==> config.mk <==
export PLATFORM = sky130hd
export DESIGN_NAME = chunk_ecc_gen
export DESIGN_NICKNAME = d
export VERILOG_FILES = /design/src/rtl/ecc_gen_pkg.sv /design/src/rtl/ecc_byte_term.sv /design/src/rtl/ecc_clr_ctl.sv /design/src/rtl/ecc_stream_seq.sv /design/src/rtl/ecc_chunk_acc.sv /design/src/rtl/chunk_ecc_gen.sv
export SDC_FILE = /design/constraint.sdc
export NUM_CORES = 1
export LEC_CHECK = 0
export CAP_MARGIN = 10
export CELL_PAD_IN_SITES_DETAIL_PLACEMENT = 1
export CELL_PAD_IN_SITES_GLOBAL_PLACEMENT = 1
export CORE_ASPECT_RATIO = 1.4
export CORE_MARGIN = 1
export CORE_UTILIZATION = 35
export DETAILED_ROUTE_END_ITERATION = 10
export PLACE_DENSITY_LB_ADDON = 0.1
export SYNTH_ARGS = -nofsm -noshare
export SYNTH_HDL_FRONTEND = slang
export SYNTH_SLANG_ARGS = --single-unit
==> constraint.sdc <==
create_clock -name clk -period 2.6 [get_ports clk]
set_input_delay 0.52 -clock clk [delete_from_list [all_inputs] [get_ports clk]]
set_output_delay 0.52 -clock clk [all_outputs]
set_load 0.02 [all_outputs]
==> src/rtl/ecc_gen_pkg.sv <==
package ecc_gen_pkg;
    localparam int unsigned BYTE_BITS   = 8;
    localparam int unsigned CHUNK_BYTES = 256;
    localparam int unsigned MAX_CHUNKS  = 2;
    localparam int unsigned CLR_CYCLES  = 2;

    localparam int unsigned BIT_IDX_W   = $clog2(BYTE_BITS);
    localparam int unsigned BYTE_IDX_W  = $clog2(CHUNK_BYTES);
    localparam int unsigned PAR_W       = BIT_IDX_W + BYTE_IDX_W;
    localparam int unsigned CODE_W      = 2 * PAR_W;
    localparam int unsigned CHUNK_IDX_W = (MAX_CHUNKS > 1) ? $clog2(MAX_CHUNKS) : 1;
    localparam int unsigned CLR_CNT_W   = $clog2(CLR_CYCLES + 1);

    typedef logic [PAR_W-1:0] par_t;

    typedef struct packed {
        logic [BYTE_IDX_W-1:0]  pos;
        logic [CHUNK_IDX_W-1:0] chunk;
        logic                   full;
    } seq_t;

    typedef struct packed {
        par_t lo;
        par_t hi;
    } acc_t;

    typedef struct packed {
        logic [CLR_CNT_W-1:0] cnt;
    } clr_t;
endpackage

==> src/rtl/ecc_byte_term.sv <==
module ecc_byte_term
    import ecc_gen_pkg::*;
(
    input  logic [BYTE_BITS-1:0]  dat_i,
    input  logic [BYTE_IDX_W-1:0] pos_i,
    output par_t                  term_lo_o,
    output par_t                  term_hi_o
);
    logic odd;
    logic [BIT_IDX_W-1:0] col;

    // Column part: each bit-index bit is the parity of data bits whose index has it set
    always_comb begin
        odd = ^dat_i;
        col = '0;
        for (int j = 0; j < int'(BIT_IDX_W); j++) begin
            for (int k = 0; k < int'(BYTE_BITS); k++) begin
                if (((k >> j) & 1) == 1) begin
                    col[j] = col[j] ^ dat_i[k];
                end
            end
        end
        // Row part: byte index appears once per set bit, survives only if count is odd
        term_lo_o = {pos_i & {BYTE_IDX_W{odd}}, col};
        // Complement address per set bit equals address ^ all-ones
        term_hi_o = term_lo_o ^ {PAR_W{odd}};
    end
endmodule

==> src/rtl/ecc_clr_ctl.sv <==
module ecc_clr_ctl
    import ecc_gen_pkg::*;
(
    input  logic clk,
    input  logic rst_n,
    input  logic clr_req_i,
    output logic busy_o
);
    clr_t c_d, c_q;

    always_comb begin
        c_d = c_q;
        if (clr_req_i) begin
            c_d.cnt = CLR_CNT_W'(CLR_CYCLES);
        end else if (c_q.cnt != '0) begin
            c_d.cnt = c_q.cnt - 1'b1;
        end
    end

    always_ff @(posedge clk or negedge rst_n) begin
        if (!rst_n) c_q <= '0;
        else        c_q <= c_d;
    end

    assign busy_o = (c_q.cnt != '0);

    // busy follows a request on the next edge
    p_busy_after_req_r8: assert property (@(posedge clk) disable iff (!rst_n)
        clr_req_i |=> busy_o);

    generate
        if (CLR_CYCLES == 2) begin : g_two_cycle_chk
            // busy lasts exactly two cycles after a lone request
            p_busy_len_r8: assert property (@(posedge clk) disable iff (!rst_n)
                (busy_o && !clr_req_i && $past(busy_o) && !$past(clr_req_i)) |=> !busy_o);
        end
    endgenerate
endmodule

==> src/rtl/ecc_stream_seq.sv <==
module ecc_stream_seq
    import ecc_gen_pkg::*;
#(
    parameter int unsigned NUM_CHUNKS = MAX_CHUNKS
) (
    input  logic                   clk,
    input  logic                   rst_n,
    input  logic                   clr_req_i,
    input  logic                   busy_i,
    input  logic                   wide_i,
    input  logic                   vld_i,
    output logic                   take_o,
    output logic [BYTE_IDX_W-1:0]  pos_o,
    output logic [CHUNK_IDX_W-1:0] chunk_o
);
    localparam int unsigned LAST_CHUNK = NUM_CHUNKS - 1;

    seq_t s_d, s_q;
    logic [CHUNK_IDX_W-1:0] limit;
    logic take;

    always_comb begin
        s_d   = s_q;
        limit = wide_i ? CHUNK_IDX_W'(LAST_CHUNK) : '0;
        take  = vld_i && !clr_req_i && !busy_i && !s_q.full;
        if (clr_req_i) begin
            s_d = '0;
        end else if (take) begin
            s_d.pos = s_q.pos + 1'b1;
            if (s_q.pos == BYTE_IDX_W'(CHUNK_BYTES - 1)) begin
                if (s_q.chunk >= limit) s_d.full  = 1'b1;
                else                    s_d.chunk = s_q.chunk + 1'b1;
            end
        end
    end

    always_ff @(posedge clk or negedge rst_n) begin
        if (!rst_n) s_q <= '0;
        else        s_q <= s_d;
    end

    assign take_o  = take;
    assign pos_o   = s_q.pos;
    assign chunk_o = s_q.chunk;

    // once the page is complete it stays complete until cleared
    p_full_sticky_r7: assert property (@(posedge clk) disable iff (!rst_n)
        (s_q.full && !clr_req_i) |=> s_q.full);

    // a busy cycle never advances the position
    p_busy_freeze_r9: assert property (@(posedge clk) disable iff (!rst_n)
        (busy_i && !clr_req_i) |=> $stable(s_q));

    // a request returns the position to zero
    p_clear_pos_r8: assert property (@(posedge clk) disable iff (!rst_n)
        clr_req_i |=> (s_q == '0));
endmodule

==> src/rtl/ecc_chunk_acc.sv <==
module ecc_chunk_acc
    import ecc_gen_pkg::*;
(
    input  logic clk,
    input  logic rst_n,
    input  logic clr_i,
    input  logic en_i,
    input  par_t term_lo_i,
    input  par_t term_hi_i,
    output par_t lo_o,
    output par_t hi_o
);
    acc_t a_d, a_q;

    always_comb begin
        a_d = a_q;
        if (clr_i) begin
            a_d = '0;
        end else if (en_i) begin
            a_d.lo = a_q.lo ^ term_lo_i;
            a_d.hi = a_q.hi ^ term_hi_i;
        end
    end

    always_ff @(posedge clk or negedge rst_n) begin
        if (!rst_n) a_q <= '0;
        else        a_q <= a_d;
    end

    assign lo_o = a_q.lo;
    assign hi_o = a_q.hi;

    // complement word differs from direct word by all-zeros or all-ones
    p_pair_link_r3: assert property (@(posedge clk) disable iff (!rst_n)
        ((a_q.lo ^ a_q.hi) == '0) || ((a_q.lo ^ a_q.hi) == '1));

    // no enable and no clear keeps the words
    p_idle_hold_r11: assert property (@(posedge clk) disable iff (!rst_n)
        (!en_i && !clr_i) |=> $stable(a_q));
endmodule

==> src/rtl/chunk_ecc_gen.sv <==
module chunk_ecc_gen
    import ecc_gen_pkg::*;
#(
    parameter int unsigned NUM_CHUNKS = MAX_CHUNKS
) (
    input  logic                         clk,
    input  logic                         rst_n,
    input  logic                         clr_req,
    output logic                         clr_busy,
    input  logic                         page_wide,
    input  logic                         byte_vld,
    input  logic [BYTE_BITS-1:0]         byte_dat,
    output logic [NUM_CHUNKS*PAR_W-1:0]  par_lo,
    output logic [NUM_CHUNKS*PAR_W-1:0]  par_hi,
    output logic [NUM_CHUNKS*CODE_W-1:0] code
);
    logic                   busy;
    logic                   take;
    logic [BYTE_IDX_W-1:0]  pos;
    logic [CHUNK_IDX_W-1:0] chunk;
    par_t                   term_lo, term_hi;

    ecc_clr_ctl u_clr (
        .clk       (clk),
        .rst_n     (rst_n),
        .clr_req_i (clr_req),
        .busy_o    (busy)
    );

    ecc_stream_seq #(.NUM_CHUNKS(NUM_CHUNKS)) u_seq (
        .clk       (clk),
        .rst_n     (rst_n),
        .clr_req_i (clr_req),
        .busy_i    (busy),
        .wide_i    (page_wide),
        .vld_i     (byte_vld),
        .take_o    (take),
        .pos_o     (pos),
        .chunk_o   (chunk)
    );

    ecc_byte_term u_term (
        .dat_i     (byte_dat),
        .pos_i     (pos),
        .term_lo_o (term_lo),
        .term_hi_o (term_hi)
    );

    generate
        for (genvar c = 0; c < int'(NUM_CHUNKS); c++) begin : g_chunk
            logic en;
            par_t lo, hi;
            assign en = take && (chunk == CHUNK_IDX_W'(c));
            ecc_chunk_acc u_acc (
                .clk       (clk),
                .rst_n     (rst_n),
                .clr_i     (clr_req),
                .en_i      (en),
                .term_lo_i (term_lo),
                .term_hi_i (term_hi),
                .lo_o      (lo),
                .hi_o      (hi)
            );
            assign par_lo[c*PAR_W +: PAR_W]   = lo;
            assign par_hi[c*PAR_W +: PAR_W]   = hi;
            assign code[c*CODE_W +: CODE_W]   = {hi, lo};
        end
    endgenerate

    assign clr_busy = busy;

    // a request leaves every word zero on the next cycle
    p_clear_zero_r8: assert property (@(posedge clk) disable iff (!rst_n)
        clr_req |=> ((par_lo == '0) && (par_hi == '0)));

    // bytes offered while busy do not reach the words
    p_busy_drop_r9: assert property (@(posedge clk) disable iff (!rst_n)
        (clr_busy && !clr_req) |=> ((par_lo == '0) && (par_hi == '0)));

    // idle input keeps the outputs
    p_idle_out_r11: assert property (@(posedge clk) disable iff (!rst_n)
        (!byte_vld && !clr_req) |=> ($stable(par_lo) && $stable(par_hi)));
endmodule

# Word-level counts from Yosys, hierarchy flattened
# Index checks and enable logic that the tools add are counted.
[totals]
ff_bits = 56
input_bits = 13
output_inout_bits = 89
elab_cells = 60
[op_classes]
n_addsub = 3
n_lt_le_gt_ge = 1
eq_ne = 2
muxes = 12
bitwise_logic = 16
reduce_logical = 18
[ops]
columns = ["operator", "n"]
rows = [
  ["$mux W22", 4],
  ["$xor A11 B11 Y11", 5],
  ["$mux W10", 2],
  ["$reduce_bool A2 Y1", 7],
  ["$xor A1 B1 Y1", 9],
  ["$add A8 B1 Y8 const B", 1],
  ["$and A8 B8 Y8", 1],
  ["$eq A8 B8 Y1 const B", 1],
  ["$reduce_xor A8 Y1", 1],
  ["$mux W2", 3],
  ["$reduce_and A3 Y1", 2],
  ["$logic_and A1 B1 Y1", 5],
  ["$logic_not A1 Y1", 3],
  ["$mux W1", 3],
  ["$ne A2 B2 Y1 const B", 1],
  ["$sub A2 B1 Y2 const B", 1],
  ["$add A1 B1 Y1 const B", 1],
  ["$ge A1 B1 Y1", 1],
  ["$not A1 Y1", 1],
]

# Logic depth before layout (Yosys ltp)
# Gate-level depths: netlist of the first run.
[depth]
depth_word = 7
depth_mapped = 9

# By module
# Synthesis of the first run repeated with hierarchy kept, for this count alone.
[hier_totals]
hier_cells = 329
hier_area_um2 = 3577.2
[by_module_without_submodules]
columns = ["mod", "n_inst", "cells_per_inst", "area_each_um2", "seq_area_each_um2"]
rows = [
  ["ecc_chunk_acc", 2, 95, 1164.9, 550.5],
  ["ecc_stream_seq", 1, 52, 541.8, 250.2],
  ["chunk_ecc_gen", 1, 46, 346.6, 0.0],
  ["ecc_byte_term", 1, 30, 251.5, 0.0],
  ["ecc_clr_ctl", 1, 11, 107.6, 50.0],
]

# Worst setup path before layout of the first run
# OpenSTA, ideal clock, no wires.
[synth_path]
path_type = "input port to flip-flop"
startpoint = "input clr_req"
endpoint = "register g_chunk[0].u_acc.a_q, in the netlist g_chunk[0].u_acc.hi_o[3]"
setup_time_ns = 0.136
arrival_time_ns = 1.921
setup_slack_ns = 0.543
cell_stages = 8
path_buffers = 4
cell_sequence = "clkbuf_1 nor4bb_1 buf_2 nand2b_1 clkbuf_1 clkbuf_1 o31ai_1 a21oi_1"
[synth_between]
elab_chain_cells = 6
word_cells_on_any_way = 7
cone_classes = "1 x mux; 6 x reduce/logical"
[synth_lines]
columns = ["element", "line", "text"]
rows = [
  ["start: declaration", "chunk_ecc_gen.sv:8", "input logic clr_req,"],
  ["$logic_not A1 Y1", "ecc_stream_seq.sv:25", "take = vld_i && !clr_req_i && !busy_i && !s_q.full;"],
  ["$logic_and A1 B1 Y1 (3 in series)", "ecc_stream_seq.sv:25", ""],
  ["$logic_and A1 B1 Y1", "chunk_ecc_gen.sv:53", "assign en = take && (chunk == CHUNK_IDX_W'(c));"],
  ["$reduce_bool A2 Y1 (no source line)", "--", ""],
  ["end signal: assignment", "ecc_chunk_acc.sv:26", "if (!rst_n) a_q <= '0;"],
  ["end signal: assignment", "ecc_chunk_acc.sv:27", "else a_q <= a_d;"],
  ["end: declaration", "ecc_chunk_acc.sv:13", "acc_t a_d, a_q;"],
]
# Parallel ways exist; a longest one is shown, timed or not.
# A chain may end at the register's enable or synchronous reset.

# Worst setup path in the final report of the first run
[layout_path]
startpoint = "input byte_dat[3]"
endpoint = "register g_chunk[0].u_acc.a_q, in the netlist g_chunk[0].u_acc.hi_o[0]"
[layout_between]
elab_chain_cells = 7
word_cells_on_any_way = 8
cone_classes = "2 x mux; 5 x bitwise; 1 x reduce/logical"
[layout_lines]
columns = ["element", "line", "text"]
rows = [
  ["start: declaration", "chunk_ecc_gen.sv:12", "input logic [BYTE_BITS-1:0] byte_dat,"],
  ["$xor A1 B1 Y1 (3 in series)", "ecc_byte_term.sv:19", "col[j] = col[j] ^ dat_i[k];"],
  ["$xor A11 B11 Y11 *", "ecc_byte_term.sv:26", "term_hi_o = term_lo_o ^ {PAR_W{odd}};"],
  ["$xor A11 B11 Y11 *", "ecc_chunk_acc.sv:21", "a_d.hi = a_q.hi ^ term_hi_i;"],
  ["$mux W22 *", "ecc_chunk_acc.sv:19", "end else if (en_i) begin"],
  ["$mux W22 *", "ecc_chunk_acc.sv:17", "if (clr_i) begin"],
]
# Mark *: on every way between the ends. The rest lies on a longest branch, timed or not. The select of a mux whose other input is x is not followed.

==> out/results.ini, run 1 <==
[yosys]
synth_compound_area_frac=0.180
ys_seq_area_frac=0.446
synth_area_per_cell_um2=9.83
synthFlopType=dfrtp_1
synth.cell_area_mm2=0.00314
synth_cell_types=29
synth.area.top_cells=dfrtp_1 45%, buf_4 11%, o31ai_1 6.9%
synth_edf_count=0
async_flop_share=1.00
synth_seq_cells=56
synth_cells=320
yosys.area_share.xor_xnor=0.0748
yosys-mux-area-fraction=0.00318
synth_top_family_by_area=compound AO/OA/AOI/OAI gates
ys_warn_count=0
synth_fp_nets=335
synth_top_area_frac=0.446
yosys.area.top_type=dfrtp_1
synth-simple-area-share=0.131
synth_adder_area_share=0.00796

[cts]
cts_setup_buffers=0
cts-root-buf=clkbuf_16
cts_tree=done
clockBufferDepth=2
hold_buffers=0
cts.sinks=56
clk_latency_ns=0.30
htreeDepth=2
numCtsBuffers=5
clk_pin_slew_ns=0.07

[power_and_ir_drop]
p_sw_mw=0.914
internal_power_mw=1.76
p_clk_frac=0.259
powerDensity_mw_per_mm2=628
power_leakage_nw=1.64
total_power_mw=2.67
power_frac_seq=0.380
ir_drop_v=0.000343
switching_share=0.342
p_comb_frac=0.361

[floorplanning]
row_count=40
initial_utilization=0.363
fp.dieH_um=114
design.die.area_mm2=0.00937
core_area_mm2=0.00866
pin_count=102
die_w_um=82.1

[detailed_routing]
met1_length_um=3310
vias_per_cell=5.51
ant_nets=0
dr.first_iter.drc_count=119
drt_first_pass_iters=4
routed_wl_um=8150
num_vias=2690
wl_met3_um=303
drc=0
top_layer_used=met4
wl_per_cell_um=16.7
met2WireLength_um=4430

[worst_setup_path]
required_ns=2.82
cp.arrival_ns=2.69
worstSetupPathType=in2reg
startpoint_type=input port
worstReg2RegStart=u_clr.c_q[0]
cp-end-kind=register
crit_fanout=4
crit_path_start=byte_dat[3]

[sta]
fin_crit_sh=0.951
min_period_ns=2.47
relSlewSlack=0.440
fin_tns_setup_ns=0
rsz0062_at_grt=true
clock_skew_ns=0.00457
hold_viol=0
tightest_slew_ns=0.838
finalSetupViolCount=0
drv_slew=0
fmax_mhz=405
fin_ws_ns=0.128

[layout]
fin_nets=397
fill_cells=975
antenna_cells=0
area_delta_synth_final_pct=35.3
drive_above_1_share=0.0992

[grt]
grt_pass1_wl_um=13300
grt_max_degree=54
grt_usage=0.186
grt_pass1_vias=2639
grt_remaining_overflow=0
antenna_found_initial=0

[place]
portBuffers=101
place_hpwl_um=5480
preCtsSetupSlack_ns=-0.584
gp_congestion=0.703

[flow_run]
cap_violations=0

[min_path]
holdCritPathClass=in2async

[outcome]
outcome=complete, no violations

[routing by layer]
layer  vias up  track usage
li1       1236            -
met1      1375        0.229
met2        74        0.322
met3         5       0.0303
met4         0       0.0667
met5         -            0
[cells in the final DEF (no fill, tap or decap), drive strengths merged]
cell type,count
o31ai,29
or3,12
nor2,11
nand2b,1
o21ai,13
a41oi,1
a21oi,43
xnor3,1
clkdlybuf4s50,99
nand2,5
dfrtp,56
inv,14
xnor2,16
o311ai,3
clkbuf,8
buf,22
mux2i,1
nor4bb,1
o211ai,1
nor2b,2
nand4,4
or4,29
and3,1
ha,2
xor2,5
o41ai,3
[repair_timing]
item                       CTS  global route
cloned                       1             0
setup endpoints to repair   32            20
pin swaps                    1             3
resized for setup            3             3
hold endpoints to repair     0             0
[area by class of cell]
cell class / count / area (um2) / area share
flip-flops and latches: 56 / 1400 / 0.329
clock buffers: 8 / 146 / 0.0344
inverters: 14 / 52.6 / 0.0124
multi-input cells: 184 / 1350 / 0.316
well taps: 105 / 131 / 0.0309
repair buffers: 121 / 1180 / 0.276
[final timing paths]
path	endpoint	slack, ns	depth (start not counted)
max	g_chunk[0].u_acc.hi_o[0]	0.13	7
min	g_chunk[1].u_acc.hi_o[5]	0.20	1
max reg2reg	g_chunk[0].u_acc.lo_o[10]	0.41	7
min reg2reg	u_clr.c_q[1]	0.52	2
max in group asynchronous	g_chunk[1].u_acc.lo_o[3]	1.82	2
min in group clk	u_clr.c_q[1]	0.52	2
[flip-flops by register name, indices dropped and copies added (netlist names)]
name,flops
g_chunk.u_acc.hi_o,22
g_chunk.u_acc.lo_o,22
u_seq.pos_o,8
u_seq.chunk_o,1
u_seq.s_q,1
u_clr.c_q,2
[Yosys cell counts (4+ instances only)]
library cell	number
buf_4	48
nand2_1	5
clkbuf_1	17
o21ai_0	13
nand4_1	4
dfrtp_1	56
o31ai_1	29
xnor2_1	13
a21oi_1	43
or3_1	12
inv_1	14
nor2_1	11
or4_1	29
[power by group through the flow]
stage	combinational [mW]	sequential [mW]	clock [mW]
final	0.964	1.01	0.692
after global routing	1.05	1.03	0.741
after CTS	0.980	1.02	0.715
after detailed placement	0.932	1.03	0
after global placement	0.908	1.03	0
after floorplan	0.546	1.08	0
[stage by stage]
stage	utilization	area, um2	instances	hold WS, ns
floorplan	-	3140	320	0.224
global placement	0.467	4040	479	0.485
detailed placement	0.467	4040	479	0.509
CTS	0.489	4240	488	0.219
global route	0.491	4250	488	0.250
finish	0.491	4250	488	0.197
[cells by family after synthesis]
logic type / count (synthesis)
compound gates: 93
simple gates: 66
flops: 56
buf+inv: 81
mux: 1
xor+xnor: 21
fa+ha+maj: 2
[critical path: stages]
cell             delay, ns
clkdlybuf4s50_1       0.46
xnor2_2               0.21
xnor2_4               0.36
buf_4                 0.19
xnor3_2               0.44
or3_1                 0.36
a21oi_1               0.14
Power figures use the tool's default switching activity.
==> inputs of run 2 (changes only) <==
- CORE_UTILIZATION: 35 -> 36
- CTS_BUF_LIST: not set -> sky130_fd_sc_hd__clkbuf_8
- clock period: 2.6 -> 2.7 ns (I/O delays scaled with it)
==> run 2 against run 1 <==
Compared with the run above:
- via count is 1.4% lower
- critical endpoint unchanged
- global-route usage decreased by 0.16 points
- setup slack better by 0.20 ns
- power decreased by 9.9%
- hold slack better by 0.039 ns
==> out/results.ini, run 2 (synthesis gave the netlist of run 1 again) <==
[floorplanning]
fp.dieH_um=113  ; -1.4%
design.die.area_mm2=0.00912  ; -2.7%
core_area_mm2=0.00851  ; -1.7%
initial_utilization=0.370  ; +0.00641
die_w_um=81.0  ; -1.4%
pin_count=102  ; unchanged
row_count=40  ; unchanged

[outcome]
outcome=complete, no violations

[cts]
clockBufferDepth=2  ; unchanged
hold_buffers=0  ; unchanged
numCtsBuffers=5  ; unchanged
cts_resized=0  ; -3
cts.sinks=56  ; unchanged
clk_latency_ns=0.30  ; about the same
clk_pin_slew_ns=0.10  ; +0.03 ns
cts_tree=done
cts_setup_buffers=0  ; unchanged
htreeDepth=2  ; unchanged
cts-root-buf=clkbuf_8

[sta]
drv_slew=0  ; unchanged
fmax_mhz=421
relSlewSlack=0.582  ; +0.142
fin_tns_setup_ns=0  ; unchanged
rsz0062_at_grt=false
tightest_slew_ns=0.627  ; -0.211 ns
min_period_ns=2.38
fin_crit_sh=0.880
clock_skew_ns=0.00929  ; +0.00472 ns
finalSetupViolCount=0  ; unchanged
hold_viol=0  ; unchanged

[worst_setup_path]
crit_fanout=4  ; unchanged
path_cells=clkdlybuf4s50_1 -> xor2_2 -> xnor2_2 -> xnor3_1 -> or3_1 -> a21oi_1
required_ns=2.93  ; +0.11 ns
slowest_delay_ns=0.52  ; +0.06 ns
cp.arrival_ns=2.61  ; -0.08 ns
startpoint_type=input port
worstSetupPathType=in2reg
cp-end-kind=register
crit_path_top_delay_cell=xnor3_1

[layout]
antenna_cells=0  ; unchanged
area_delta_synth_final_pct=30.4
final_cells=477  ; -2.3%
fin_nets=386  ; -2.8%
drive_above_1_share=0.0672  ; -0.0320
finish.utilization=0.482  ; -0.00956
mostFrequentLayoutCells=99 x clkdlybuf4s50_1, 56 x dfrtp_1, 43 x a21oi_1, 29 x o31ai_1, 29 x or4_1
final_common_cell=clkdlybuf4s50_1

[detailed_routing]
drt_first_pass_iters=4  ; unchanged
routed_wl_um=7870  ; -3.3%
drc=0  ; unchanged
num_vias=2653  ; -1.4%
ant_nets=0  ; unchanged
vias_per_cell=5.56  ; +0.90%
dr.first_iter.drc_count=123  ; +3.4%
wl_per_cell_um=16.5  ; -1.1%

[grt]
grt_usage=0.185  ; -0.00156
grt_pass1_vias=2715  ; +2.9%
antenna_found_initial=0  ; unchanged
grt_remaining_overflow=0  ; unchanged
grt_pass1_wl_um=13200  ; -0.52%
grt_max_degree=65  ; +20%

[place]
place_inst=469  ; -2.1%
place_hpwl_um=5340  ; -2.6%
portBuffers=101  ; unchanged
gp_congestion=0.721  ; +2.6%

[flow_run]
cap_violations=0  ; unchanged

[min_path]
holdCritPathClass=in2async

[power_and_ir_drop]
power_leakage_nw=1.57  ; -4.3%
powerDensity_mw_per_mm2=587  ; -6.5%
ir_drop_v=0.000375  ; +9.4%

## run 2: cell count changes in the layout (fill, tap and decap cells not counted)
cell	previous run	this run
buf_12	2	4
buf_4	18	6
bufinv_16	0	1
clkbuf_1	2	0
clkbuf_16	5	0
clkbuf_8	1	5
clkinv_2	0	1
inv_1	14	15
xnor2_1	11	13
xnor2_4	2	0
xnor3_1	0	1
xnor3_2	1	0
xor2_4	2	1
## run 2: per-stage QoR
stage | power [mW] | worst slack (ns) | hold WS (ns) | area [um2]
floorplan | 1.57 | 0.623 | 0.244 | 3140
global placement | 1.85 | 0.0660 | 0.484 | 3990
detailed placement | 1.88 | 0.00774 | 0.512 | 3990
CTS | 2.44 | 0.331 | 0.254 | 4100
global route | 2.54 | 0.202 | 0.268 | 4100
finish | 2.40 | 0.324 | 0.237 | 4100
## run 2: power breakdown
part / internal (mW) / switching [mW] / leakage, nW
Combinational: 0.387 / 0.492 / 0.744
Clock: 0.272 / 0.275 / 0.0593
Sequential: 0.908 / 0.0700 / 0.767
## run 2: critical path, delay by kind of cell
kind            cells  cell delay [ns]
compound gates      1             0.14
xor+xnor            3             1.08
buf+inv             1             0.47
simple gates        1             0.36
## run 2: layout make-up
class	instances	area, um2
well taps	105	131
multi-input cells	183	1280
clock inverters	3	38.8
inverters	14	52.6
fillers	960	4410
clock buffers	5	68.8
flip-flops and latches	56	1400
repair buffers	111	1130
## run 2: path summary, 6_finish.rpt
path	start	end	slack [ns]	cells after the start
max reg2reg	u_clr.c_q[0]	g_chunk[0].u_acc.hi_o[9]	0.54	7
max	byte_dat[1]	g_chunk[0].u_acc.hi_o[0]	0.32	6
min in group clk	u_clr.c_q[1]	u_clr.c_q[1]	0.52	2
min	rst_n	g_chunk[0].u_acc.hi_o[5]	0.24	1
max in group asynchronous	rst_n	g_chunk[1].u_acc.lo_o[9]	1.87	2
min reg2reg	u_clr.c_q[1]	u_clr.c_q[1]	0.52	2
## run 2: routing by layer
layer | track usage | vias to the layer above | part of all wire
li1 | - | 1219 | -
met1 | 0.217 | 1354 | 0.42
met2 | 0.341 | 74 | 0.53
met3 | 0.0268 | 6 | 0.036
met4 | 0.0476 | 0 | 0.014
met5 | 0 | - | 0
==> inputs of run 3 (changes only) <==
- CORE_ASPECT_RATIO: 1.4 -> 1.25
- CORE_UTILIZATION: 36 -> 32
- clock period: 2.7 -> 2.1 ns (I/O delays scaled with it)
==> run 3 against run 2 <==
Compared with the run above:
- critical path depth up 2
- first-iteration DRC count decreased by 9.8%
- die area increased by 12%
- via count grew 4.5%
- hold slack got worse by 0.16 ns
- largest cell class unchanged
- highest routed layer unchanged
- wire length is 11% higher
- sequential share of layout area down 2.5 points
- sequential power up 29%
==> out/results.ini, run 3 (synthesis gave the netlist of run 1 again) <==
[floorplanning]
design.die.area_mm2=0.0102  ; +12%
initial_utilization=0.329  ; -0.0406
die_w_um=90.7  ; +12%
core_area_mm2=0.00956  ; +12%
pin_count=102  ; unchanged
fp.dieH_um=113  ; +0.22%
row_count=40  ; unchanged

[cts]
cts_tree=done
clk_latency_ns=0.32  ; +0.02 ns
hold_buffers=0  ; unchanged
cts-root-buf=clkbuf_8
cts.sinks=56  ; unchanged
clockBufferDepth=2  ; unchanged
clk_pin_slew_ns=0.11  ; about the same
numCtsBuffers=5  ; unchanged
htreeDepth=2  ; unchanged

[layout]
finish.utilization=0.462  ; -0.0199
final_common_cell=clkdlybuf4s50_1
drive_above_1_share=0.166  ; +0.0990
mostFrequentLayoutCells=91 x clkdlybuf4s50_1, 56 x dfrtp_1, 37 x a21oi_1, 29 x buf_4, 28 x o31ai_1
antenna_cells=0  ; unchanged
fin_area_mm2=0.00442  ; +7.7%
fin_nets=411  ; +6.5%
area_delta_synth_final_pct=40.4

[sta]
fin_crit_sh=0.968
min_period_ns=2.03
fin_ws_ns=0.0668  ; -0.257 ns
relSlewSlack=0.768  ; +0.186
fin_tns_setup_ns=0  ; unchanged
hold_viol=0  ; unchanged
clock_skew_ns=0.0143  ; +0.00498 ns
drv_slew=0  ; unchanged
tightest_slew_ns=0.348  ; -0.279 ns
finalSetupViolCount=0  ; unchanged
fmax_mhz=492
rsz0062_at_grt=true

[worst_setup_path]
r2r_slack_ns=0.18  ; -0.36 ns
crit_cells=8  ; +2
path_cells=clkdlybuf4s50_1 -> xnor2_1 -> buf_4 -> xnor2_4 -> xor2_4 -> buf_12 -> or4_4 -> a21oi_2
critical_path_buf_inv_count=3  ; +2
crit_path_start=byte_dat[2]
startpoint_type=input port
crit_fanout=16  ; +12
cp.arrival_ns=2.28  ; -0.33 ns
worstReg2RegStart=u_clr.c_q[0]
crit_path_top_delay_cell=or4_4
ff2ff_path_depth=7  ; unchanged
timing.rr.end=g_chunk[0].u_acc.lo_o[10]
critPathTopFamily=buffers and inverters
slowest_delay_ns=0.49  ; -0.03 ns
worstSetupPathType=in2reg
endpoint=g_chunk[0].u_acc.lo_o[10]
required_ns=2.35  ; -0.58 ns
cp-end-kind=register

[detailed_routing]
drc=0  ; unchanged
vias_per_cell=5.30  ; -4.7%
drt_first_pass_iters=4  ; unchanged
routed_wl_um=8750  ; +11%
ant_nets=0  ; unchanged
dr.first_iter.drc_count=111  ; -9.8%
num_vias=2773  ; +4.5%
wl_per_cell_um=16.7  ; +1.4%

[grt]
grt_pass1_wl_um=14700  ; +11%
grt_max_degree=57  ; -12%
grt_remaining_overflow=0  ; unchanged
antenna_found_initial=0  ; unchanged
grt_usage=0.179  ; -0.00598
grt_pass1_vias=2869  ; +5.7%

[place]
gp_congestion=0.659  ; -8.6%
dpl_cell_area_mm2=0.00415  ; +3.9%
portBuffers=101  ; unchanged
place_hpwl_um=5540  ; +3.8%
preCtsSetupSlack_ns=-0.476  ; -0.484 ns

[power_and_ir_drop]
powerDensity_mw_per_mm2=743  ; +27%
power_frac_seq=0.383  ; -0.024
internal_power_mw=2.08  ; +32%
p_comb_frac=0.425  ; +0.059
switching_share=0.367  ; +0.0188
power_leakage_nw=1.73  ; +10%
p_clk_frac=0.192  ; -0.036
p_sw_mw=1.20  ; +44%
ir_drop_v=0.000292  ; -22%
total_power_mw=3.28  ; +36%

[min_path]
holdCritPathClass=in2async

[outcome]
outcome=complete, no violations

[flow_run]
cap_violations=0  ; unchanged

==> run 3: cell type report <==
class	instances	area (um2)
clock buffers	5	68.8
clock inverters	3	21.3
fillers	1062	5140
inverters	14	52.6
multi-input cells	183	1370
flip-flops and latches	56	1400
well taps	126	158
repair buffers	136	1340
==> run 3: per-layer routing <==
layer	share of wire	up-vias	global-route usage
met5	0	-	0
met4	0.017	0	0.0591
met3	0.039	11	0.0208
met2	0.51	79	0.319
met1	0.44	1416	0.224
li1	-	1267	-
==> run 3: how the worst min path moves through the flow <==
stage	from	to	slack, ns
floorplan	rst_n	g_chunk[0].u_acc.hi_o[0]	0.12
global placement	rst_n	g_chunk[0].u_acc.hi_o[5]	0.46
detailed placement	rst_n	g_chunk[0].u_acc.hi_o[5]	0.46
CTS	rst_n	g_chunk[0].u_acc.hi_o[5]	0.09
global route	rst_n	g_chunk[0].u_acc.hi_o[5]	0.09
finish	rst_n	g_chunk[1].u_acc.hi_o[3]	0.07
==> run 3: power groups by stage <==
stage | combinational, mW | sequential, mW | clock, mW
floorplan | 0.676 | 1.34 | 0
global placement | 1.19 | 1.27 | 0
detailed placement | 1.22 | 1.28 | 0
CTS | 1.44 | 1.26 | 0.647
global route | 1.50 | 1.28 | 0.681
finish | 1.39 | 1.26 | 0.629
==> run 3: what timing repair did <==
item	4_1_cts	5_1_grt
setup buffers	6	1
gates resized for setup	15	12
endpoints found under the hold margin	0	0
cloned	2	0
setup endpoints to repair	34	31
pin swaps	9	7
==> run 3: through the flow <==
step / cells / hold slack (ns)
3_3_place_gp: 507 / 0.458
3_5_place_dp: 507 / 0.458
5_1_grt: 523 / 0.0928
6_report: 523 / 0.0744
4_1_cts: 523 / 0.0918
2_1_floorplan: 320 / 0.124
==> run 3: worst register-to-register path, stage by stage (launching register included) <==
cell	delay, ns
dfrtp_1	0.41
inv_1	0.06
ha_1	0.16
nor4bb_2	0.28
nand2b_1	0.15
buf_12	0.19
or4_4	0.46
a21oi_2	0.14
